## src/rtl/regacc_channel.sv

```systemverilog
module regacc_channel #(
  parameter int AW = 15,
  parameter int DW = 16
) (
  input  logic          clk,
  input  logic          rst_n,
  input  logic          cmd_we,
  input  logic [AW+DW:0] cmd_word,
  input  logic          vclr_we,
  input  logic          vclr_bit,
  input  logic          init_we,
  input  logic          init_val,
  output logic          xfer_req,
  output logic          xfer_write,
  output logic [AW-1:0] xfer_addr,
  output logic [DW-1:0] xfer_wdata,
  input  logic          xfer_grant,
  input  logic          xfer_done,
  input  logic [DW-1:0] xfer_rdata,
  output logic [DW+4:0] stat_word
);
  localparam int CW = AW + DW + 1;

  typedef enum logic [1:0] {S_IDLE = 2'd0, S_REQ = 2'd1, S_WDATA = 2'd2, S_WCLR = 2'd3} st_t;

  st_t           st;
  logic [CW-1:0] cmd_q;
  logic [DW-1:0] rdata_q;
  logic          pend, err_q, init_q;

  wire accept = xfer_req && xfer_grant;

  assign xfer_req   = (st == S_REQ) && !pend;
  assign xfer_write = cmd_q[CW-1];
  assign xfer_addr  = cmd_q[CW-2:DW];
  assign xfer_wdata = cmd_q[DW-1:0];
  assign stat_word  = {err_q, init_q, !pend, st, rdata_q};

  always_ff @(posedge clk or negedge rst_n) begin
    if (!rst_n) begin
      st      <= S_IDLE;
      cmd_q   <= '0;
      rdata_q <= '0;
      pend    <= 1'b0;
      err_q   <= 1'b0;
      init_q  <= 1'b0;
    end else begin
      if (init_we) init_q <= init_val;
      if (cmd_we && st != S_IDLE) err_q <= 1'b1;
      if (accept) pend <= 1'b1;
      else if (xfer_done) pend <= 1'b0;
      case (st)
        S_IDLE:  if (cmd_we) begin cmd_q <= cmd_word; st <= S_REQ; end
        S_REQ:   if (accept) st <= cmd_q[CW-1] ? S_IDLE : S_WDATA;
        S_WDATA: if (xfer_done) begin rdata_q <= xfer_rdata; st <= S_WCLR; end
        S_WCLR:  if (vclr_we && vclr_bit) st <= S_IDLE;
        default: st <= S_IDLE;
      endcase
    end
  end

  AST_WRITE_TO_IDLE: assert property (@(posedge clk) disable iff (!rst_n)
    (xfer_req && xfer_grant && xfer_write) |=> (stat_word[DW+1:DW] == 2'd0));
  AST_READ_TO_WDATA: assert property (@(posedge clk) disable iff (!rst_n)
    (xfer_req && xfer_grant && !xfer_write) |=> (stat_word[DW+1:DW] == 2'd2));
  AST_CLEAR_TO_IDLE: assert property (@(posedge clk) disable iff (!rst_n)
    (stat_word[DW+1:DW] == 2'd3 && vclr_we && vclr_bit) |=> (stat_word[DW+1:DW] == 2'd0));
  AST_RDATA_HELD: assert property (@(posedge clk) disable iff (!rst_n)
    (stat_word[DW+1:DW] == 2'd3 && $past(stat_word[DW+1:DW]) == 2'd3) |-> $stable(stat_word[DW-1:0]));
  AST_BUSY_CMD_DROPPED: assert property (@(posedge clk) disable iff (!rst_n)
    (cmd_we && stat_word[DW+1:DW] != 2'd0) |=> (stat_word[DW+4] && $stable(xfer_addr) && $stable(xfer_wdata)));
  AST_ERR_STICKY: assert property (@(posedge clk) disable iff (!rst_n)
    stat_word[DW+4] |=> stat_word[DW+4]);
  AST_GRANT_BUSY: assert property (@(posedge clk) disable iff (!rst_n)
    (xfer_req && xfer_grant) |=> !stat_word[DW+2]);
  AST_REQ_HELD: assert property (@(posedge clk) disable iff (!rst_n)
    (xfer_req && !xfer_grant) |=> xfer_req);
  AST_REQ_WHEN_SYNC: assert property (@(posedge clk) disable iff (!rst_n)
    xfer_req |-> stat_word[DW+2]);
endmodule

```

## config.mk

```make
export PLATFORM = sky130hd
export DESIGN_NAME = regacc_channel
export DESIGN_NICKNAME = d
export VERILOG_FILES = /design/src/rtl/regacc_channel.sv
export SDC_FILE = /design/constraint.sdc
export NUM_CORES = 1
export LEC_CHECK = 0
export ABC_CLOCK_PERIOD_IN_PS = 1750
export BUFFER_PORTS_ARGS = -buffer_cell sky130_fd_sc_hd__buf_2
export CAP_MARGIN = 20
export CELL_PAD_IN_SITES_DETAIL_PLACEMENT = 0
export CELL_PAD_IN_SITES_GLOBAL_PLACEMENT = 1
export CORE_MARGIN = 3
export CORE_UTILIZATION = 34
export DETAILED_ROUTE_END_ITERATION = 6
export PLACE_DENSITY = 0.78
export RECOVER_POWER = 100
export SYNTH_ARGS = -nofsm -noshare
export SYNTH_HDL_FRONTEND = slang
export SYNTH_SLANG_ARGS = --single-unit
```

## constraint.sdc

```tcl
create_clock -name clk -period 1.75 [get_ports clk]
set_input_delay 0.0875 -clock clk [delete_from_list [all_inputs] [get_ports clk]]
set_output_delay 0.0875 -clock clk [all_outputs]
set_load 0.005 [all_outputs]
```

==> results <==
- The path class of the tightest hold or removal check is input port to flop.
- The area of the die is 7070 sq um.
- Counting instances, the worst hold path has a depth of 2.
- The post-detailed-route wirelength per cell is 13.6 microns.
- The remaining routing DRC violations is 0.
- For this design the top-level I/O count stands at 111.
- The utilization of the core after routing is 49.8%.
- The number of fill cells in the layout is 536.
- The first TritonRoute pass finished after 3 iterations.
- The final-stage net count is 300.
- After synthesis, the netlist uses 16 different library cells.
- The number of clock sinks is 53.
- From left edge to right edge, the die measures 84.1 microns.
- The clock buffer count from CTS is 5.
- The count of nets left with antenna violations once routing finished came out at 0.
- The critical path is of the flop to flop type.
- The violation count after the first detailed-routing iteration is 12.
- No sink is reached through more buffers than the 2 on the longest clock path.
- The worst-case register-to-register setup slack is 0.22 ns.
- At the later pin of the worst-skew pair, clock insertion delay measures 0.30 ns.
- The via count of the first global-routing pass came to 1652.
- STA puts the critical path data required time at 1.94 ns.
- The count of final hold-check violations came to 0.
- The worst clock skew on the final layout is 0.00855 ns.
- The sum of negative setup slack is 0 ns.
- Across the run, the number of max-cap violations was 0.
- The terminus of the critical flop-to-flop path is cmd_q[30].
- The number of antenna violations at the first check in global routing came to 0.
- The per-cell via count in the routed design is 4.67.
- For this run, the total global-route usage over all layers was measured as 12.8%.
- The worst slack on hold paths is 0.0132 ns.
- Walking the worst path, the cells encountered are nor3b_4, clkbuf_2, mux2_2.
- The startpoint identified for the worst hold timing path is cmd_word[11].
- The initial standard-cell utilization of the core is 36.3%.
- Setup repair after global routing left no endpoint under its margin.
- The first global-routing pass estimated 7360 microns of wire.
- Wires add up to 4290 microns.
- Summing every instance area after synthesis gives 2070 sq um.
- The hold path endpoint is cmd_q[11].
- IR analysis of the VDD net gives a maximum drop of 0.683 mV.
- After the flow finishes, the layout carries non-filler instances totaling 316.
- The die is 84.1 microns tall.
- The type of origin of the critical path is a flop.
- The maximum operating frequency is 0.654 GHz.
- For the pin with the worst max-slew slack, the measured transition is 1.17 ns.
- Routability-driven placement finished with a final weighted congestion of 0.756.
- The Yosys step of the flow raised 0 warnings.
- The number of nets handed over by synthesis was 179.
- The detailed-placement wirelength estimate is 3370 microns.
- The number of storage elements in the synthesis netlist is 53.
- The slowest stage of the critical path is the dfrtp_1 cell.
- The power density normalized to cell area is 1610 nW/um^2.
- During placement, the flow inserted port buffers numbering 110.
- TritonCTS built the clock tree.
- The area inside the core boundary is 5710 sq um.
- After routing the design area is 2840 sq um.
- After layout, the minimum clock period comes to 1.53 ns.
- The area overhead of the layout relative to synthesis is 37.2%.
- Setup violations remaining at the end of the flow were counted as 0.
- The site row count is 27.
- The startpoint identified for the worst register-to-register timing path is st[0].
- After clock tree synthesis, the clock-pin slew on the worst setup and hold paths is 0.10 ns.
- The cell chosen for the clock root is clkbuf_8.
- In the synthesized netlist, the number of instances is 122.
- The biggest fanout along the worst timing path is 9.
- The run finished with clean final reports.
- Data on the critical path arrives at its endpoint at 1.72 ns.
- The placed cell count is 301.
- Leaving out fill and tap cells, the most frequent cells in the layout are buf_2, dfrtp_1, mux2_2.
- The cell count of the worst reg-to-reg path is 3.
- The final route contains 1476 vias.
- The share of the cycle needed by the critical path after routing is 87.4%.
- Summing all placed instances gives a cell area of 2700 sq um.
- The worst setup path is captured at a flop.
- The worst pin sits at a relative slew slack of 21.8%.
- The clock tree synthesis step divided the H-tree into 2 levels.
- The repair_antennas step left the layout with diodes totalling 0.
- The remaining global-route overflow is 0.
- The largest net degree at the start of global routing is 35.
- Dividing the synthesized area by the synthesized cell count gives 17.0 sq um.
- The library cell used most frequently in the layout, excluding fill and tap cells, is buf_2.
- Summed over all cells, the static leakage comes to 1.34 nW.
- The register area share after synthesis is 64.0%.
- The proportion of layout cells with a drive suffix above 1 is 57.8%.
- The number of max-slew violations in the final report is 0.
- The maximum cell stage delay along the critical path is 0.49 ns.
power breakdown:
| part | switching [mW] | internal (mW) | total [mW] |
|---|---|---|---|
| Sequential | 0.312 | 1.82 | 2.13 |
| Combinational | 0.639 | 0.964 | 1.60 |
| Clock | 0.389 | 0.465 | 0.854 |
layer usage:
metal  routed length, microns  global-route usage, %  part of all wire (%)  vias to the layer above
li1                         -                      -                     -                      673
met2                     2100                   22.6                    49                       73
met4                       49                   4.24                   1.1                        0
met3                      479                   5.63                    11                        6
met5                        0                      0                     0                        -
met1                     1670                   13.6                    39                      724
sequential cells by signal, indices dropped and copies added, names as in the netlist, named ones only:
| signal | flops |
|---|---|
| init_q | 1 |
| err_q | 1 |
| cmd_q | 32 |
| rdata_q | 16 |
| st | 1 |
| pend | 1 |
logic make-up after synthesis:
group / count (synthesis) / share of synthesized area [%]
mux: 50 / 27.2
simple gates: 7 / 3.87
buf+inv: 8 / 3.62
flops: 53 / 64.0
compound gates: 4 / 1.33
synthesized netlist by cell type, drive strengths merged:
cell     number  area share [%]
o211a         1            0.48
nand2b        1            0.30
nand4bb       1            0.54
nor4bb        1            0.48
mux2         50              27
dfrtp        53              64
buf           7             3.4
nand4         1            0.30
inv           1            0.18
o21a          1            0.36
nand3b        1            0.97
o21ai         2            0.48
nor3b         2             1.3
worst max path at each step:
stage | from | endpoint | depth (start not counted)
2_1_floorplan | flop | cmd_q[10] | 4
3_3_place_gp | st[0] | cmd_q[21] | 3
3_5_place_dp | st[0] | cmd_q[27] | 3
4_1_cts | st[0] | cmd_q[12] | 3
5_1_grt | flop | rdata_q[13] | 3
6_report | st[0] | cmd_q[30] | 3
worst max-delay path: cells and delay by family, from the launching register on:
kind,cells,cell delay (ns)
buf+inv,1,0.28
flops,1,0.49
mux,1,0.36
simple gates,1,0.28
layout make-up:
| cell class | count | area, sq um | area share, % |
|---|---|---|---|
| tap | 72 | 90.1 | 3.17 |
| timing repair buffer | 121 | 632 | 22.2 |
| multi-input combinational | 61 | 671 | 23.6 |
| clock buffer | 6 | 82.6 | 2.90 |
| clock inverter | 2 | 37.5 | 1.32 |
| sequential | 53 | 1330 | 46.7 |
| inverter | 1 | 3.75 | 0.132 |
stage by stage:
| stage | worst slack (ns) | power [mW] |
|---|---|---|
| floorplan | 0.313 | 3.05 |
| global placement | 0.342 | 3.83 |
| detailed placement | 0.307 | 3.90 |
| CTS | 0.290 | 4.78 |
| global route | 0.119 | 4.95 |
| finish | 0.220 | 4.59 |
what timing repair did:
action	4_1_cts	5_1_grt
hold buffers	7	0
hold endpoints to repair	25	0
setup buffers	0	0
resized for setup	0	0
Note: power is estimated with default switching activity, not from simulation.
